<file path="config.mk">
export PLATFORM = sky130hd
export DESIGN_NAME = attr_mem_ctrl
export DESIGN_NICKNAME = d
export VERILOG_FILES = /design/src/rtl/am_pkg.sv /design/src/rtl/am_slot_array.sv /design/src/rtl/am_tag_check.sv /design/src/rtl/am_victim_sel.sv /design/src/rtl/attr_mem_ctrl.sv
export SDC_FILE = /design/constraint.sdc
export NUM_CORES = 1
export LEC_CHECK = 0
export BUFFER_PORTS_ARGS = -buffer_cell sky130_fd_sc_hd__buf_2
export CORE_MARGIN = 1.5
export CORE_UTILIZATION = 40
export CTS_CLUSTER_DIAMETER = 80
export DETAILED_ROUTE_END_ITERATION = 7
export PLACE_DENSITY_LB_ADDON = 0.05
export SLEW_MARGIN = 20
export SYNTH_ARGS = -nofsm -noshare
export SYNTH_HDL_FRONTEND = slang
export SYNTH_HIERARCHICAL = 1
export SYNTH_SLANG_ARGS = --single-unit
</file>
<file path="constraint.sdc">
create_clock -name clk -period 4.25 [get_ports clk]
set_clock_uncertainty 0.15 [all_clocks]
set_input_delay 0.6375 -clock clk [delete_from_list [all_inputs] [get_ports clk]]
set_output_delay 0.6375 -clock clk [all_outputs]
set_load 0.02 [all_outputs]
</file>
<file path="src/rtl/am_pkg.sv">
package am_pkg;

    typedef enum logic [2:0] {
        SL_EMPTY   = 3'd0,
        SL_REPLICA = 3'd1,
        SL_OWN_CLN = 3'd2,
        SL_OWN_MOD = 3'd3,
        SL_PENDING = 3'd4
    } slot_st_e;

    typedef enum logic [2:0] {
        C_IDLE,
        C_LOOKUP,
        C_FORWARD,
        C_VICTIM,
        C_DISPLACE,
        C_WAITACK,
        C_COMMIT
    } ctrl_st_e;

    function automatic logic is_owner(input slot_st_e st);
        return (st == SL_OWN_CLN) || (st == SL_OWN_MOD);
    endfunction

    function automatic slot_st_e install_state(input logic master, input logic dirty);
        if (master && dirty) return SL_OWN_MOD;
        if (master)          return SL_OWN_CLN;
        return SL_REPLICA;
    endfunction

endpackage

</file>
<file path="src/rtl/am_slot_array.sv">
module am_slot_array
    import am_pkg::*;
#(
    parameter int IDX_W = 6,
    parameter int TAG_W = 10
) (
    input  logic             clk,
    input  logic             rst_n,
    input  logic [IDX_W-1:0] rd_idx,
    output logic [TAG_W-1:0] rd_tag,
    output slot_st_e         rd_st,
    input  logic             wr_en,
    input  logic [IDX_W-1:0] wr_idx,
    input  logic [TAG_W-1:0] wr_tag,
    input  slot_st_e         wr_st
);
    localparam int NSLOT = 1 << IDX_W;

    logic [TAG_W-1:0] tag_q [NSLOT];
    slot_st_e         st_q  [NSLOT];

    always_ff @(posedge clk or negedge rst_n) begin
        if (!rst_n) begin
            for (int s = 0; s < NSLOT; s++) begin
                tag_q[s] <= '0;
                st_q[s]  <= SL_EMPTY;
            end
        end else if (wr_en) begin
            tag_q[wr_idx] <= wr_tag;
            st_q[wr_idx]  <= wr_st;
        end
    end

    assign rd_tag = tag_q[rd_idx];
    assign rd_st  = st_q[rd_idx];

endmodule

</file>
<file path="src/rtl/am_tag_check.sv">
module am_tag_check
    import am_pkg::*;
#(
    parameter int TAG_W = 10
) (
    input  logic [TAG_W-1:0] slot_tag,
    input  slot_st_e         slot_st,
    input  logic [TAG_W-1:0] look_tag,
    input  logic             look_write,
    output logic             hit,
    output logic             upgrade
);
    logic same_line;
    logic can_read;

    always_comb begin
        same_line = (slot_tag == look_tag);
        can_read  = (slot_st == SL_REPLICA) || is_owner(slot_st);
        if (look_write) begin
            hit = same_line && is_owner(slot_st);
        end else begin
            hit = same_line && can_read;
        end
        upgrade = look_write && same_line && (slot_st == SL_OWN_CLN);
    end

endmodule

</file>
<file path="src/rtl/am_victim_sel.sv">
module am_victim_sel
    import am_pkg::*;
#(
    parameter int TAG_W = 10
) (
    input  logic [TAG_W-1:0] slot_tag,
    input  slot_st_e         slot_st,
    input  logic [TAG_W-1:0] new_tag,
    output logic             need_msg,
    output logic             msg_dirty
);
    always_comb begin
        need_msg  = is_owner(slot_st) && (slot_tag != new_tag);
        msg_dirty = need_msg && (slot_st == SL_OWN_MOD);
    end

endmodule

</file>
<file path="src/rtl/attr_mem_ctrl.sv">
module attr_mem_ctrl
    import am_pkg::*;
#(
    parameter int ADDR_W = 16,
    parameter int IDX_W  = 6
) (
    input  logic              clk,
    input  logic              rst_n,
    input  logic              req_valid,
    output logic              req_ready,
    input  logic [ADDR_W-1:0] req_addr,
    input  logic              req_write,
    output logic              res_valid,
    output logic              res_hit,
    output logic [ADDR_W-1:0] res_addr,
    output logic              fetch_valid,
    output logic [ADDR_W-1:0] fetch_addr,
    output logic              fetch_write,
    input  logic              fill_valid,
    output logic              fill_ready,
    input  logic [ADDR_W-1:0] fill_addr,
    input  logic              fill_master,
    input  logic              fill_dirty,
    output logic              fwd_valid,
    output logic [ADDR_W-1:0] fwd_addr,
    output logic              disp_valid,
    input  logic              disp_ready,
    output logic [ADDR_W-1:0] disp_addr,
    output logic              disp_dirty,
    input  logic              ack_valid,
    input  logic [IDX_W-1:0]  ack_idx
);
    localparam int TAG_W = ADDR_W - IDX_W;

    ctrl_st_e          state, nxt;
    logic [ADDR_W-1:0] cur_addr;
    logic              cur_write;
    logic              cur_master;
    logic              cur_dirty;
    logic [TAG_W-1:0]  vic_tag;
    logic              vic_dirty;

    logic [IDX_W-1:0]  cur_idx;
    logic [TAG_W-1:0]  cur_tag;
    logic [TAG_W-1:0]  slot_tag;
    slot_st_e          slot_st;
    logic              lk_hit;
    logic              lk_upgrade;
    logic              need_msg;
    logic              msg_dirty;
    logic              wr_en;
    logic [TAG_W-1:0]  wr_tag;
    slot_st_e          wr_st;

    assign cur_idx = cur_addr[IDX_W-1:0];
    assign cur_tag = cur_addr[ADDR_W-1:IDX_W];

    am_slot_array #(.IDX_W(IDX_W), .TAG_W(TAG_W)) u_slots (
        .clk    (clk),
        .rst_n  (rst_n),
        .rd_idx (cur_idx),
        .rd_tag (slot_tag),
        .rd_st  (slot_st),
        .wr_en  (wr_en),
        .wr_idx (cur_idx),
        .wr_tag (wr_tag),
        .wr_st  (wr_st)
    );

    am_tag_check #(.TAG_W(TAG_W)) u_tagchk (
        .slot_tag   (slot_tag),
        .slot_st    (slot_st),
        .look_tag   (cur_tag),
        .look_write (cur_write),
        .hit        (lk_hit),
        .upgrade    (lk_upgrade)
    );

    am_victim_sel #(.TAG_W(TAG_W)) u_victim (
        .slot_tag  (slot_tag),
        .slot_st   (slot_st),
        .new_tag   (cur_tag),
        .need_msg  (need_msg),
        .msg_dirty (msg_dirty)
    );

    // state register and transaction latches
    always_ff @(posedge clk or negedge rst_n) begin
        if (!rst_n) begin
            state      <= C_IDLE;
            cur_addr   <= '0;
            cur_write  <= 1'b0;
            cur_master <= 1'b0;
            cur_dirty  <= 1'b0;
            vic_tag    <= '0;
            vic_dirty  <= 1'b0;
        end else begin
            state <= nxt;
            if (state == C_IDLE && fill_valid) begin
                cur_addr   <= fill_addr;
                cur_write  <= 1'b0;
                cur_master <= fill_master;
                cur_dirty  <= fill_dirty;
            end else if (state == C_IDLE && req_valid) begin
                cur_addr  <= req_addr;
                cur_write <= req_write;
            end
            if (state == C_VICTIM) begin
                vic_tag   <= slot_tag;
                vic_dirty <= msg_dirty;
            end
        end
    end

    // next-state decision
    always_comb begin
        nxt = state;
        unique case (state)
            C_IDLE: begin
                if (fill_valid)     nxt = C_FORWARD;
                else if (req_valid) nxt = C_LOOKUP;
            end
            C_LOOKUP:  nxt = C_IDLE;
            C_FORWARD: nxt = C_VICTIM;
            C_VICTIM:  nxt = need_msg ? C_DISPLACE : C_COMMIT;
            C_DISPLACE: begin
                if (disp_ready) nxt = vic_dirty ? C_WAITACK : C_COMMIT;
            end
            C_WAITACK: begin
                if (ack_valid && ack_idx == cur_idx) nxt = C_COMMIT;
            end
            C_COMMIT:  nxt = C_IDLE;
            default:   nxt = C_IDLE;
        endcase
    end

    // outputs and slot writes
    always_comb begin
        req_ready   = 1'b0;
        fill_ready  = 1'b0;
        res_valid   = 1'b0;
        res_hit     = 1'b0;
        fetch_valid = 1'b0;
        fwd_valid   = 1'b0;
        disp_valid  = 1'b0;
        wr_en       = 1'b0;
        wr_tag      = cur_tag;
        wr_st       = SL_EMPTY;
        unique case (state)
            C_IDLE: begin
                fill_ready = 1'b1;
                req_ready  = !fill_valid;
            end
            C_LOOKUP: begin
                res_valid   = 1'b1;
                res_hit     = lk_hit;
                fetch_valid = !lk_hit;
                if (lk_upgrade) begin
                    wr_en = 1'b1;
                    wr_st = SL_OWN_MOD;
                end
            end
            C_FORWARD: fwd_valid = 1'b1;
            C_VICTIM: ;
            C_DISPLACE: begin
                disp_valid = 1'b1;
                if (disp_ready && vic_dirty) begin
                    wr_en  = 1'b1;
                    wr_tag = vic_tag;
                    wr_st  = SL_PENDING;
                end
            end
            C_WAITACK: ;
            C_COMMIT: begin
                wr_en = 1'b1;
                wr_st = install_state(cur_master, cur_dirty);
            end
            default: ;
        endcase
    end

    assign res_addr    = cur_addr;
    assign fetch_addr  = cur_addr;
    assign fetch_write = cur_write;
    assign fwd_addr    = cur_addr;
    assign disp_addr   = {vic_tag, cur_idx};
    assign disp_dirty  = vic_dirty;

endmodule

</file>
After elaboration in Yosys (flattened, before gate mapping)
Cells that the tools add are included.

word-level totals
  bits in writable memories = 0
  register bits after elaboration = 865
  output and inout bits = 73
  word-level logic and storage cells = 220
  bits in latches = 0
  memory bits (read-only) = 0
  input bits = 47
  memories = 0

operators by class
  mux-type cells = 48
  reduce and logical (&&, ||, !) cells = 19
  shift-type cells = 0
  equal/unequal tests = 15
  order comparisons = 2
  multipliers = 0
  add/subtract/negate cells = 0
  bitwise logic cells = 1
  div/mod/pow operators = 0

operator list
  cell                count
  $bwmux 640          1
  $bwmux 192          1
  $bmux 10 s6         1
  $demux 10 s6        1
  $mux 10             5
  $mux 3              12
  $mux 16             2
  $bmux 3 s6          1
  $demux 3 s6         1
  $mux 1              17
  $pmux 3 s5          1
  $eq 3x2->1 const B  4
  $logic_and 1x1->1   12
  $eq 10x10->1        1
  $ne 10x10->1        1
  $eq 3x3->1 const B  3
  $pmux 3 s3          1
  $ge 7x7->1 const B  1
  $lt 7x1->1 const B  1
  $not 6->7           1
  $eq 3x1->1 const B  2
  $eq 6x6->1          1
  $mux 2              3
  $ne 2x2->1 const B  2
  7 further kinds     9

Depth between registers and ports, before layout
  depth in word-level cells = 11
  gate-level depth with buffers = 19
  mapped depth without buffers = 14

By module
The synthesis kept the hierarchy.

by module, submodules not included
  module         cells each  area each (um2)  instances  seq. area each (um2)
  am_slot_array  2435        37946.4          1          20820.0
  attr_mem_ctrl  216         2145.8           1          825.8
  am_tag_check   20          147.6            1          0.0
  am_victim_sel  16          122.6            1          0.0

Least setup slack after synthesis
Ideal clock, no wire load.

  kind = register to register
  start point = register cur_addr[1], in the netlist fetch_addr[1]
  end point = register u_slots/st_q[169] (netlist bit)
  data required time = 3.975 ns
  arrival = 4.481 ns
  cell stages (with the launch flop) = 19
  period minus slack after synthesis = 4.756 ns
  buffers on the path = 5
  library setup time = 0.125 ns
  path slack = -0.506 ns
  cell sequence = dfrtp_1 -> buf_4 -> buf_2 -> clkbuf_1 -> mux4_2 -> a211oi_1 -> nand2_1 -> a32o_1 -> xor2_1 -> a211o_1 -> nor4_1 -> a21oi_1 -> nand2_1 -> nand2_1 -> nor4_1 -> and3_1 -> buf_2 -> buf_4 -> mux2_2

between the ends
  elaborated cells on any way between the ends = 21
  those cells by class = order compare: 2; eq/ne: 2; mux: 13; bitwise: 1; reduce/logical: 3

RTL lines
  element                                      RTL line              text
  start: declaration                           attr_mem_ctrl.sv:36   logic [ADDR_W-1:0] cur_addr;
  start signal: assignment                     attr_mem_ctrl.sv:100  cur_addr <= fill_addr;
  start signal: assignment                     attr_mem_ctrl.sv:105  cur_addr <= req_addr;
  $not 6->7 (not written as such)              am_slot_array.sv:34   assign rd_tag = tag_q[rd_idx];
  $bmux 10 s6                                  am_slot_array.sv:34
  $mux 10 (not written as such) (2 in series)  am_slot_array.sv:34
  via slot_tag[3]                              attr_mem_ctrl.sv:45   logic [TAG_W-1:0] slot_tag;
  $eq 10x10->1                                 am_tag_check.sv:17    same_line = (slot_tag == look_tag);
  $logic_and 1x1->1 (2 in series)              am_tag_check.sv:24    upgrade = look_write && same_line && (slot_st == SL_OWN_CLN);
  via lk_upgrade                               attr_mem_ctrl.sv:48   logic lk_upgrade;
  $mux 1                                       attr_mem_ctrl.sv:158  if (lk_upgrade) begin
  $pmux 1 s3                                   attr_mem_ctrl.sv:149  unique case (state)
  via wr_en                                    attr_mem_ctrl.sv:51   logic wr_en;
  end signal: indexed assignment               am_slot_array.sv:30   st_q[wr_idx] <= wr_st;
  end: declaration                             am_slot_array.sv:20   slot_st_e st_q [NSLOT];

The timed path passes the listed nets, and every way through them passes these cells. The select of a mux whose other input is x is not followed.
A chain may end at the register's enable or synchronous reset.

Worst setup path in the final report
  start point = register cur_addr[1], in the netlist fetch_addr[1]
  end point = register u_slots/tag_q[343] (netlist bit)

between the ends
  cells in the longest elaborated chain, start to end = 9
  elaborated cells on any way between the ends = 19
  those cells by class = order compare: 2; eq/ne: 2; mux: 11; bitwise: 1; reduce/logical: 3

RTL lines
  element                                      RTL line              text
  $not 6->7 (not written as such)              am_slot_array.sv:34
  $bmux 10 s6                                  am_slot_array.sv:34
  $mux 10 (not written as such) (2 in series)  am_slot_array.sv:34
  via slot_tag[6]                              attr_mem_ctrl.sv:45
  $eq 10x10->1                                 am_tag_check.sv:17
  $logic_and 1x1->1 (2 in series)              am_tag_check.sv:24
  via lk_upgrade                               attr_mem_ctrl.sv:48
  $mux 1                                       attr_mem_ctrl.sv:158
  $pmux 1 s3                                   attr_mem_ctrl.sv:149
  via wr_en                                    attr_mem_ctrl.sv:51
  end signal: indexed assignment               am_slot_array.sv:29   tag_q[wr_idx] <= wr_tag;
  end: declaration                             am_slot_array.sv:19   logic [TAG_W-1:0] tag_q [NSLOT];

The timed path passes the listed nets, and every way through them passes these cells. The select of a mux whose other input is x is not followed.

==> summary.txt <==
Min path
  • Hold endpoint: cur_dirty
  • Min-delay src: fill_dirty
  • Hold path depth: 2
  • Worst Hold Class: in -> reg

Power
  • P_leak: 0.0239 uW
  • PD cells: 693 nW/um^2
  • Power Total: 34300 uW
  • IR drop worst, VDD: 353 uV

Clock network
  • Num Clock Sinks: 865
  • CTS tree: done
  • Clk Latency, worst-skew pair: 0.68 ns
  • CTS Buffer Depth: 3
  • Clock buffers created by TritonCTS: 100
  • CTS clk-pin slew, worst paths: 0.06 ns
  • H-tree levels: 3
  • CTS root buf: clkbuf_16

Route
  • DR pass1 iterations: 5
  • Detail-routed net length per standard cell: 27.1 microns
  • Final ANT Viol Nets: 0
  • Vias per cell: 5.64
  • Via count: 24600
  • Post-Route WL: 118 mm
  • Number of DRC markers in iteration 0: 1336
  • DRC viols: 0

Setup path
  • WP data arrival: 5.31 ns
  • Startpoint types: flip-flop
  • Crit path kind: reg -> reg
  • Required time worst endpoint: 4.65 ns
  • Worst R2R Path Depth: 20
  • R2R Path Start: fetch_addr[1]
  • Internal reg-to-reg setup slack: -0.66 ns
  • R2r endpoint: u_slots/tag_q[343]
  • Crit-path max FO: 7
  • Crit path capture type: flip-flop

GRT
  • Initial antenna violation count: 3
  • First-pass GRT wire length: 178 mm
  • Pin count of the biggest net entering global routing: 89
  • Busiest layer in global routing: met2
  • Gr usage total: 23.4%
  • Vias in the first global route: 26500
  • Met2 usage: 38.0%
  • Met1 Track Usage GR: 33.4%
  • Grt total ovfl: 0
  • GR Util met3: 2.82%

Synth
  • Syn Std Cell Area: 40400 sq um
  • Post-synthesis cell type count: 59
  • Syn Nets: 2735
  • Count leader, synth: dfrtp_1
  • Ys flop type: dfrtp_1
  • Yosys warns: 6
  • Number of synthesized flops with an enable pin: 0
  • Cell taking the most area after synthesis: dfrtp_1
  • FFs w/ async S/R, synth: 100%
  • Sequential share of the synthesized area: 53.6%
  • #FFs+latches synth: 865
  • Synth top cells by count: dfrtp_1 (865), mux2_2 (856), mux4_2 (197), clkbuf_1 (115), buf_2 (95)
  • Synth area leaders: dfrtp_1 (54%), mux2_2 (24%), mux4_2 (11%)
  • Mean post-synth cell area: 15.0 sq um
  • Post-Syn Instances: 2687
  • Yosys top cell area share: 53.6%

Timing
  • Final WS setup: -0.657 ns
  • Min Tclk post-route: 4.91 ns
  • Fin crit share: 115%
  • Normalized max-slew margin: 31.4%
  • Hold Violations, Final: 0
  • Final setup vio count: 834
  • RSZ-0062 raised after global routing: true
  • Max-slew violations: 0
  • Slew at the pin closest to its max-slew limit: 1.03 ns
  • Max Freq: 204 MHz

Finish
  • Non-filler cells, final: 4362
  • Share of cells above drive strength 1: 59.4%
  • Area Growth Syn to Fin: 22.7%
  • Post-route cell area: 49500 sq um
  • Core Util, Final: 49.5%
  • Post-layout nets: 3034

Place
  • HPWL after detailed placement: 79.3 mm
  • IO buf count: 119
  • Placed insts: 4151
  • Placement Cell Area: 45200 sq um
  • Final Wtd Congestion: 0.844

Die
  • Cell Rows: 116
  • Starting density of the core: 40.4%
  • IO Count: 120
  • Die Width: 321 microns
  • Die Y: 321 microns
  • Total core area: 100000 sq um
  • DIE AREA: 103000 sq um

Run status
  • Failing checks: setup timing
  • Status: complete, but fails checks

Run
  • Total of max-cap violations: 0
-- worst max path at each step --
stage                        from  slack (ns)                 end  cells after the start
floorplan           fetch_addr[0]      -0.001   u_slots/st_q[169]                     18
global placement    fetch_addr[0]       -0.99  u_slots/tag_q[290]                     19
detailed placement  fetch_addr[0]       -0.98  u_slots/tag_q[293]                     19
CTS                 fetch_addr[1]       -0.65         fetch_valid                     17
global route        fetch_addr[1]       -0.79  u_slots/tag_q[349]                     19
finish              fetch_addr[1]       -0.66  u_slots/tag_q[343]                     20
-- layout make-up --
cell class	instances	area [sq um]
inverters	8	32.5
clock inverters	42	536
well taps	1298	1620
diodes	2	5.00
multi-input cells	1523	17800
repair buffers	488	5000
flip-flops and latches	865	21700
clock buffers	136	2860
fillers	8497	50500
-- sequential cells by signal, summed over array words and instances, names as in the netlist --
| name | flops |
|---|---|
| fetch_addr | 16 |
| u_slots/st_q | 192 |
| cur_master | 1 |
| disp_dirty | 1 |
| u_slots/tag_q | 640 |
| state | 3 |
| vic_tag | 10 |
| cur_dirty | 1 |
| fetch_write | 1 |
-- cells in the final DEF (no fill, tap or decap), types with 5 or more instances in the layout --
cell,instances
a211oi_1,12
o22ai_2,5
mux2i_1,54
xor2_1,11
buf_4,238
a21oi_1,17
dfrtp_1,859
a22oi_1,19
bufinv_16,10
nor2_4,16
a32o_2,8
nand3_1,7
clkbuf_1,14
inv_1,7
buf_2,116
nor2_2,7
nor2b_1,9
nor3b_1,5
o22ai_1,51
o221ai_1,8
clkbuf_8,22
clkbuf_16,101
a211oi_2,9
nand2_1,53
nor2_1,42
xnor2_1,10
buf_8,5
mux4_2,197
nand3b_1,5
buf_6,7
mux2_2,855
o21ai_0,7
buf_12,114
clkinv_2,22
mux2i_2,6
-- report_power, final --
part / switching, uW / total (uW) / leakage [uW] / internal, uW
registers: 1260 / 11500 / 0.0120 / 10200
logic: 7530 / 14000 / 0.0102 / 6520
clock network: 3500 / 8820 / 0.00168 / 5310
total: 12300 / 34300 / 0.0239 / 22000
-- cells by family (layout without fill, tap and decap cells) --
logic type                 after synthesis  after routing  share of synthesized area, %
muxes                                 1116           1116                          36.4
other                                    0              2                             0
adders and majority gates                1              1                        0.0310
and+or+nand+nor                        202            202                          2.49
xor gates and xnor gates                25             25                         0.542
AOI/OAI and AO/OA                      179            179                          3.10
buffers and inverters                  299            674                          3.76
DFF                                    865            865                          53.6
-- layer usage --
metal  routed length [microns]  vias up
li1                          -    10600
met1                     55400    13400
met2                     56600      514
met3                      4010      127
met4                      2320        0
met5                         0        -
-- critical path, cell delays in order (launching register included) --
cell,delay [ns]
dfrtp_4,0.55
buf_12,0.18
buf_4,0.16
mux4_2,0.37
mux2i_1,0.09
buf_4,0.15
a211oi_2,0.35
buf_4,0.22
a32o_2,0.17
inv_1,0.05
a211o_1,0.35
buf_4,0.17
nor4_4,0.33
a21oi_2,0.13
nand2_4,0.15
buf_4,0.15
nand3_1,0.09
buf_4,0.18
nor2_4,0.20
clkbuf_16,0.21
mux2_2,0.33
-- timing repair --
item / in CTS / in global routing
pin swaps: 14 / 10
setup buffers: 19 / 9
endpoints found under the setup margin: 834 / 836
gates cloned: 4 / 1
gates resized for setup: 89 / 41
hold buffers: 2 / 0
endpoints found under the hold margin: 68 / 0
-- per-stage QoR --
step | setup WS (ns) | TNS, ns | hold slack (ns)
4_1_cts | -0.647 | -379.08 | 0.0126
2_1_floorplan | -0.00104 | -0.0104 | 0.192
6_report | -0.657 | -430.58 | 0.0642
5_1_grt | -0.788 | -527.29 | 0.0312
3_3_place_gp | -0.992 | -720.87 | 0.331
3_5_place_dp | -0.981 | -725.29 | 0.336
No activity file was read; power rests on OpenSTA's default activity.
